## src/rtl/tot_pkg.sv

```systemverilog
package tot_pkg;
  typedef enum logic {
    EDGE_TRAIL = 1'b0,
    EDGE_LEAD  = 1'b1
  } edge_t;
endpackage

```

## src/rtl/tot_event_timer.sv

```systemverilog
module tot_event_timer #(
  parameter int TS_W = 10
) (
  input  logic            clk,
  input  logic            rst_n,
  input  logic            tick,
  input  logic            spill_start,
  output logic [TS_W-1:0] count
);
  localparam logic [TS_W-1:0] TS_MAX = {TS_W{1'b1}};

  function automatic logic [TS_W-1:0] sat_inc(input logic [TS_W-1:0] v);
    return (v == TS_MAX) ? v : v + 1'b1;
  endfunction

  always_ff @(posedge clk) begin
    if (!rst_n)                count <= '0;
    else if (tick && spill_start) count <= '0;
    else if (tick)             count <= sat_inc(count);
  end

  a_r1_restart: assert property (@(posedge clk) disable iff (!rst_n)
    tick && spill_start |=> count == '0);
  a_r1_hold_max: assert property (@(posedge clk) disable iff (!rst_n)
    tick && !spill_start && count == TS_MAX |=> count == TS_MAX);
  a_r1_step: assert property (@(posedge clk) disable iff (!rst_n)
    tick && !spill_start && count != TS_MAX |=> count == $past(count) + 1'b1);
endmodule

```

## src/rtl/tot_strip_window.sv

```systemverilog
module tot_strip_window #(
  parameter int TS_W = 10
) (
  input  logic            clk,
  input  logic            rst_n,
  input  logic            tick,
  input  logic            spill_start,
  input  logic            spill_end,
  input  logic            lo,
  input  logic            nbr_hi,
  input  logic [TS_W-1:0] stamp,
  input  logic            clr_lead,
  input  logic            clr_trail,
  output logic            lead_pend,
  output logic            trail_pend,
  output logic [TS_W-1:0] lead_ts,
  output logic [TS_W-1:0] trail_ts
);
  logic lo_prev, open_q, acc_q;
  logic lead, active, acc_n, close, commit;

  always_comb begin
    lead   = lo & ~lo_prev;
    active = lo & (open_q | lead);
    acc_n  = (lead ? 1'b0 : acc_q) | (active & nbr_hi);
    close  = (open_q & ~lo) | (active & spill_end);
    commit = tick & ~spill_start & close & acc_n;
  end

  always_ff @(posedge clk) begin
    if (!rst_n) begin
      lo_prev    <= 1'b0;
      open_q     <= 1'b0;
      acc_q      <= 1'b0;
      lead_ts    <= '0;
      trail_ts   <= '0;
      lead_pend  <= 1'b0;
      trail_pend <= 1'b0;
    end else begin
      if (tick) begin
        lo_prev <= lo;
        if (spill_start) begin
          open_q <= 1'b0;
          acc_q  <= 1'b0;
        end else begin
          if (lead) lead_ts <= stamp;
          if (close) begin
            open_q <= 1'b0;
            acc_q  <= 1'b0;
          end else if (active) begin
            open_q <= 1'b1;
            acc_q  <= acc_n;
          end
          if (close && acc_n) trail_ts <= stamp;
        end
      end
      if (commit)          lead_pend <= 1'b1;
      else if (clr_lead)   lead_pend <= 1'b0;
      if (commit)          trail_pend <= 1'b1;
      else if (clr_trail)  trail_pend <= 1'b0;
    end
  end

  // the leading word always leaves before its trailing partner
  a_r7_lead_before_trail: assert property (@(posedge clk) disable iff (!rst_n)
    lead_pend |-> trail_pend);
  a_r8_end_closes: assert property (@(posedge clk) disable iff (!rst_n)
    tick && spill_end && !spill_start |=> !open_q);
  a_r5_no_spurious_post: assert property (@(posedge clk) disable iff (!rst_n)
    !tick |=> $stable(trail_ts));
endmodule

```

## src/rtl/tot_local_fifo.sv

```systemverilog
module tot_local_fifo #(
  parameter int W     = 13,
  parameter int DEPTH = 8
) (
  input  logic         clk,
  input  logic         rst_n,
  input  logic         wr,
  input  logic [W-1:0] wdata,
  input  logic         rd,
  input  logic         ovf_clr,
  output logic [W-1:0] rdata,
  output logic         not_empty,
  output logic         overflow
);
  localparam int AW = $clog2(DEPTH);

  logic [W-1:0] mem [DEPTH];
  logic [AW-1:0] wptr, rptr;
  logic [AW:0]   cnt;
  logic full, push, pop;

  assign full      = (cnt == (AW+1)'(DEPTH));
  assign not_empty = (cnt != '0);
  assign push      = wr && !full;
  assign pop       = rd && not_empty;
  assign rdata     = mem[rptr];

  always_ff @(posedge clk) begin
    if (push) mem[wptr] <= wdata;
  end

  always_ff @(posedge clk) begin
    if (!rst_n) begin
      wptr     <= '0;
      rptr     <= '0;
      cnt      <= '0;
      overflow <= 1'b0;
    end else begin
      if (push) wptr <= wptr + 1'b1;
      if (pop)  rptr <= rptr + 1'b1;
      cnt <= cnt + (push ? 1'b1 : 1'b0) - (pop ? 1'b1 : 1'b0);
      if (ovf_clr)        overflow <= 1'b0;
      else if (wr && full) overflow <= 1'b1;
    end
  end

  a_r10_count_bound: assert property (@(posedge clk) disable iff (!rst_n)
    cnt <= (AW+1)'(DEPTH));
  a_r9_sticky: assert property (@(posedge clk) disable iff (!rst_n)
    overflow && !ovf_clr |=> overflow);
  a_r9_drop_flags: assert property (@(posedge clk) disable iff (!rst_n)
    wr && full && !ovf_clr |=> overflow);
endmodule

```

## src/rtl/tot_hit_recorder.sv

```systemverilog
module tot_hit_recorder #(
  parameter int NCH   = 4,
  parameter int TS_W  = 10,
  parameter int DEPTH = 8
) (
  input  logic                          clk,
  input  logic                          rst_n,
  input  logic                          tick,
  input  logic                          spill_start,
  input  logic                          spill_end,
  input  logic [NCH-1:0]                lo_cmp,
  input  logic [NCH-1:0]                hi_cmp,
  input  logic                          rd_en,
  output logic                          rd_valid,
  output logic [$clog2(NCH)+TS_W:0]     rd_data,
  output logic                          overflow,
  output logic [TS_W-1:0]               event_time
);
  import tot_pkg::*;

  localparam int CH_W   = $clog2(NCH);
  localparam int WORD_W = CH_W + 1 + TS_W;

  function automatic logic [WORD_W-1:0] pack_word(input logic [CH_W-1:0] ch,
                                                  input edge_t e,
                                                  input logic [TS_W-1:0] ts);
    return {ch, e, ts};
  endfunction

  logic [NCH-1:0]  nbr_hi, lead_pend, trail_pend, clr_lead, clr_trail;
  logic [TS_W-1:0] lead_ts [NCH];
  logic [TS_W-1:0] trail_ts [NCH];
  logic [CH_W-1:0] sel;
  logic            any_pend;
  logic            wr_valid;
  logic [WORD_W-1:0] wr_word;

  tot_event_timer #(.TS_W(TS_W)) u_timer (
    .clk(clk), .rst_n(rst_n), .tick(tick), .spill_start(spill_start),
    .count(event_time)
  );

  for (genvar i = 0; i < NCH; i++) begin : g_ch
    if (i == 0) begin : g_first
      assign nbr_hi[i] = hi_cmp[i] | hi_cmp[i+1];
    end else if (i == NCH-1) begin : g_last
      assign nbr_hi[i] = hi_cmp[i] | hi_cmp[i-1];
    end else begin : g_mid
      assign nbr_hi[i] = hi_cmp[i] | hi_cmp[i-1] | hi_cmp[i+1];
    end

    tot_strip_window #(.TS_W(TS_W)) u_win (
      .clk(clk), .rst_n(rst_n), .tick(tick),
      .spill_start(spill_start), .spill_end(spill_end),
      .lo(lo_cmp[i]), .nbr_hi(nbr_hi[i]), .stamp(event_time),
      .clr_lead(clr_lead[i]), .clr_trail(clr_trail[i]),
      .lead_pend(lead_pend[i]), .trail_pend(trail_pend[i]),
      .lead_ts(lead_ts[i]), .trail_ts(trail_ts[i])
    );
  end

  // lowest-index channel with pending words wins the FIFO write port
  always_comb begin
    sel      = '0;
    any_pend = 1'b0;
    for (int i = NCH-1; i >= 0; i--) begin
      if (lead_pend[i] || trail_pend[i]) begin
        sel      = CH_W'(i);
        any_pend = 1'b1;
      end
    end
    clr_lead  = '0;
    clr_trail = '0;
    if (any_pend) begin
      if (lead_pend[sel]) clr_lead[sel]  = 1'b1;
      else                clr_trail[sel] = 1'b1;
    end
    wr_valid = any_pend;
    wr_word  = lead_pend[sel] ? pack_word(sel, EDGE_LEAD,  lead_ts[sel])
                              : pack_word(sel, EDGE_TRAIL, trail_ts[sel]);
  end

  tot_local_fifo #(.W(WORD_W), .DEPTH(DEPTH)) u_fifo (
    .clk(clk), .rst_n(rst_n), .wr(wr_valid), .wdata(wr_word),
    .rd(rd_en), .ovf_clr(tick && spill_start),
    .rdata(rd_data), .not_empty(rd_valid), .overflow(overflow)
  );

  a_r7_single_grant: assert property (@(posedge clk) disable iff (!rst_n)
    $onehot0(clr_lead | clr_trail));
  a_r7_drain_progress: assert property (@(posedge clk) disable iff (!rst_n)
    wr_valid && !tick |=> $countones(lead_pend | trail_pend) <= $countones($past(lead_pend | trail_pend)));
endmodule

```

## config.mk

```make
export PLATFORM = sky130hd
export DESIGN_NAME = tot_hit_recorder
export DESIGN_NICKNAME = d
export VERILOG_FILES = /design/src/rtl/tot_pkg.sv /design/src/rtl/tot_event_timer.sv /design/src/rtl/tot_strip_window.sv /design/src/rtl/tot_local_fifo.sv /design/src/rtl/tot_hit_recorder.sv
export SDC_FILE = /design/constraint.sdc
export NUM_CORES = 1
export LEC_CHECK = 0
export BUFFER_PORTS_ARGS = -buffer_cell sky130_fd_sc_hd__buf_4
export CORE_UTILIZATION = 45
export DETAILED_ROUTE_END_ITERATION = 8
export PLACE_DENSITY = 0.59
export SYNTH_ARGS = -nofsm -noshare
export SYNTH_HDL_FRONTEND = slang
export SYNTH_SLANG_ARGS = --single-unit
```

## constraint.sdc

```tcl
create_clock -name clk -period 3.71 [get_ports clk]
set_input_delay 0.1855 -clock clk [delete_from_list [all_inputs] [get_ports clk]]
set_output_delay 0.1855 -clock clk [all_outputs]
set_load 0.01 [all_outputs]
```

==> flow_summary.yaml <==
outcome:
  status: "finished, final reports clean"
die:
  die_h_um: 151
  core_area_um2: 21800
  placementRows: 54
  die_w_um: 151
  ios: 39
  dieArea_um2: 22700
  start_util_pct: 45.8
route:
  viasPerCell: 5.45
  num_vias: 6349
  wl_per_cell_um: 18.8
  drt-pass1-iter-count: 5
  ant_nets: 0
  drtIter0Drc: 404
  drcViolationCount: 0
  wl_um: 21900
finish:
  syn_to_final_growth_pct: 13.9
  diodes: 0
  nets: 891
  fillers: 1909
  multiInputGateArea_um2: 4050
  drive_gt1_share_pct: 16.8
  regArea_um2: 5610
  fin_area_um2: 11300
critical_path:
  path_cells: "nand2b_1 > a221o_1 > nand2b_1 > a32oi_1"
  r2r_cells: 4
  required_ns: 3.92
  crit_top_cell: "nand2b_1"
  timing.rr.end: "u_fifo.mem[2][4]$_DFFE_PP_"
  path_buf_inv: 0
  r2r_setup_slack_ns: 0.74
  critPathSlowestCell: "a32oi_1"
  endpoint_kind: "flip-flop"
  slowest_delay_ns: 0.82
  cp_data_arrival_time_ns: 3.18
  r2r-start: "g_ch[2].u_win.trail_pend$_SDFFE_PN0P_"
  critPathMaxFanout: 24
  criticalPathCategory: "flip-flop to flip-flop"
  startpoint_type: "flip-flop"
  cp_top_family: "compound AO/OA/AOI/OAI gates"
clock_network:
  clock-sinks: 228
  clk_pin_slew_ns: 0.06
  cts_tree: "yes"
  h-tree-depth: 1
  ctsResizeCount: 0
  clockBufferDepth: 3
  numCtsBuffers: 24
  clk-insertion-delay-late_ns: 0.52
  root_buffer: "clkbuf_16"
timing:
  fin_skew_ns: 0.0196
  hold_viol: 0
  worst_slack_ns: 0.743
  fin_tns_setup_ns: 0
  fmax_mhz: 337
  holdWs_ns: 0.0183
  worst_pin_slew_ns: 1.11
  drv_slew: 0
  finalCriticalPeriod_ns: 2.97
  period_share_pct: 80.0
  slew_headroom_pct: 25.8
  setup_violations: 0
  rsz0062_at_grt: "no"
flow_run:
  maxCapViolCount: 0
synth:
  yosysSeqAreaShare_pct: 56.3
  synth_area_um2: 9960
  ys.flop_type: "dfxtp_1"
  syn-num-nets: 863
  yosys.cell_types.count: 66
  netlist_instances: 839
  synth_edf_count: 104
  syn_area_per_cell_um2: 11.9
  synth_warnings: 0
  async_flop_share_pct: 0
  ys_ff_latch: 228
global_route:
  gr-total-overflow: 0
  grt_max_degree: 103
  antenna_found_initial: 0
  first_global_vias: 6483
  grt_usage_pct: 20.0
  grt_first_pass_wirelength_um: 35200
power_and_ir_drop:
  vdd_ir_drop_max_v: 0.000310
  p_leak_uw: 0.00392
  power_density_nw_per_um2: 552
place:
  place_area_um2: 10400
  gp_congestion: 0.807
  pre_cts_slack_ns: 0.852
  numPortBuffers: 38
  dp_hpwl_um: 14400
hold_path:
  worstHoldPathCells: 3
  hold_path.class: "input pin to flip-flop"
  hp-start: "rd_en"
## worst max path at each step
| stage | from | to | slack [ns] | cells past startpoint |
|---|---|---|---|---|
| after floorplan | g_ch[2].u_win.lead_pend$_SDFFE_PN0P_ | u_fifo.mem[1][0]$_DFFE_PP_ | 1.08 | 4 |
| after global placement | g_ch[2].u_win.trail_pend$_SDFFE_PN0P_ | u_fifo.mem[0][9]$_DFFE_PP_ | 1.09 | 4 |
| after detailed placement | g_ch[2].u_win.trail_pend$_SDFFE_PN0P_ | u_fifo.mem[1][9]$_DFFE_PP_ | 0.85 | 4 |
| after CTS | g_ch[2].u_win.trail_pend$_SDFFE_PN0P_ | u_fifo.mem[7][4]$_DFFE_PP_ | 0.83 | 4 |
| after global routing | g_ch[2].u_win.trail_pend$_SDFFE_PN0P_ | u_fifo.mem[3][9]$_DFFE_PP_ | 0.47 | 4 |
| final | g_ch[2].u_win.trail_pend$_SDFFE_PN0P_ | u_fifo.mem[2][4]$_DFFE_PP_ | 0.74 | 4 |
## what timing repair did
item,4_1_cts,5_1_grt
buffers inserted,0,0
hold buffers,5,0
hold endpoints to repair,10,0
setup endpoints to repair,0,0
## per-stage QoR
step           power [uW]  std cells  utilization [%]
6_report             6260       1165             52.2
5_1_grt              6510       1165             52.2
4_1_cts              6340       1165             52.2
3_5_place_dp         3720       1116             48.0
3_3_place_gp         3690       1116             48.0
2_1_floorplan        3450        839                -
## worst register-to-register path, stage by stage (launching register included)
cell and delay, ns:
dfxtp_1 0.43, nand2b_1 0.16, a221o_1 0.60, nand2b_1 0.64, a32oi_1 0.82
## synth_stat cells (all sizes together), types with 10 or more instances
cell type | instances | area (um^2)
nand2 | 134 | 505
dfxtp | 124 | 2480
nor2 | 28 | 118
nand2b | 10 | 65.1
inv | 15 | 56.3
edfxtp | 104 | 3120
mux4 | 26 | 586
and2 | 11 | 68.8
a21oi | 19 | 103
nand3 | 13 | 65.1
clkbuf | 24 | 90.1
nor2b | 60 | 375
a21boi | 47 | 353
buf | 29 | 200
mux2 | 13 | 146
mux2i | 49 | 490
o21ai | 14 | 70.1
## placed cells by master, fill, tap and decap left out, drive strengths merged, types with 9 or more instances in the layout
| cell type | count |
|---|---|
| a21boi | 47 |
| nand2 | 134 |
| mux2 | 13 |
| mux2i | 49 |
| clkbuf | 32 |
| o21ai | 14 |
| and2 | 11 |
| buf | 50 |
| nand2b | 10 |
| a21oi | 19 |
| dfxtp | 124 |
| nand3 | 13 |
| edfxtp | 104 |
| ha | 9 |
| inv | 15 |
| mux4 | 26 |
| nor2b | 60 |
| nor2 | 28 |
## logic make-up (layout without fill, tap and decap cells)
family / Yosys count / after routing / synth area share (%)
mux: 88 / 88 / 12.3
fa+ha+maj: 10 / 10 / 1.33
flops: 228 / 228 / 56.3
compound gates: 138 / 138 / 10.7
xor+xnor: 13 / 13 / 1.14
buf+inv: 68 / 114 / 3.48
simple gates: 294 / 294 / 14.9
## where the power goes
| group | total, uW | internal, uW | switching [uW] |
|---|---|---|---|
| logic | 836 | 462 | 373 |
| registers | 2810 | 2700 | 115 |
| clock network | 2610 | 1650 | 963 |
## flip-flops by register name, summed over array words and instances (netlist names), named ones only
name / cells
g_ch.u_win.lead_pend: 4
u_fifo.cnt: 4
g_ch.u_win.acc_q: 4
u_fifo.rptr: 3
u_fifo.wptr: 3
u_fifo.overflow: 1
g_ch.u_win.trail_ts: 40
g_ch.u_win.open_q: 4
g_ch.u_win.lead_ts: 40
u_fifo.mem: 104
g_ch.u_win.trail_pend: 4
u_timer.count: 10
g_ch.u_win.lo_prev: 4
## layout make-up
type                            instances  share of cell area [%]
Clock buffer                           32                    5.74
Clock inverter                         12                    1.83
Inverter                               15                   0.496
Multi-Input combinational cell        543                    35.7
Sequential cell                       228                    49.4
Tap cell                              280                    3.09
Timing Repair Buffer                   55                    3.75
## metal layers
| layer | part of all wire, % | wire (um) | up-vias | global-route usage [%] |
|---|---|---|---|---|
| met5 | 0 | 0 | - | 0 |
| met4 | 1.2 | 273 | 0 | 4.75 |
| met3 | 4.1 | 900 | 23 | 3.01 |
| met2 | 49 | 10700 | 115 | 34.5 |
| met1 | 46 | 10000 | 3128 | 26.3 |
| li1 | - | - | 3083 | - |
No activity file was read; power rests on OpenSTA's default activity.
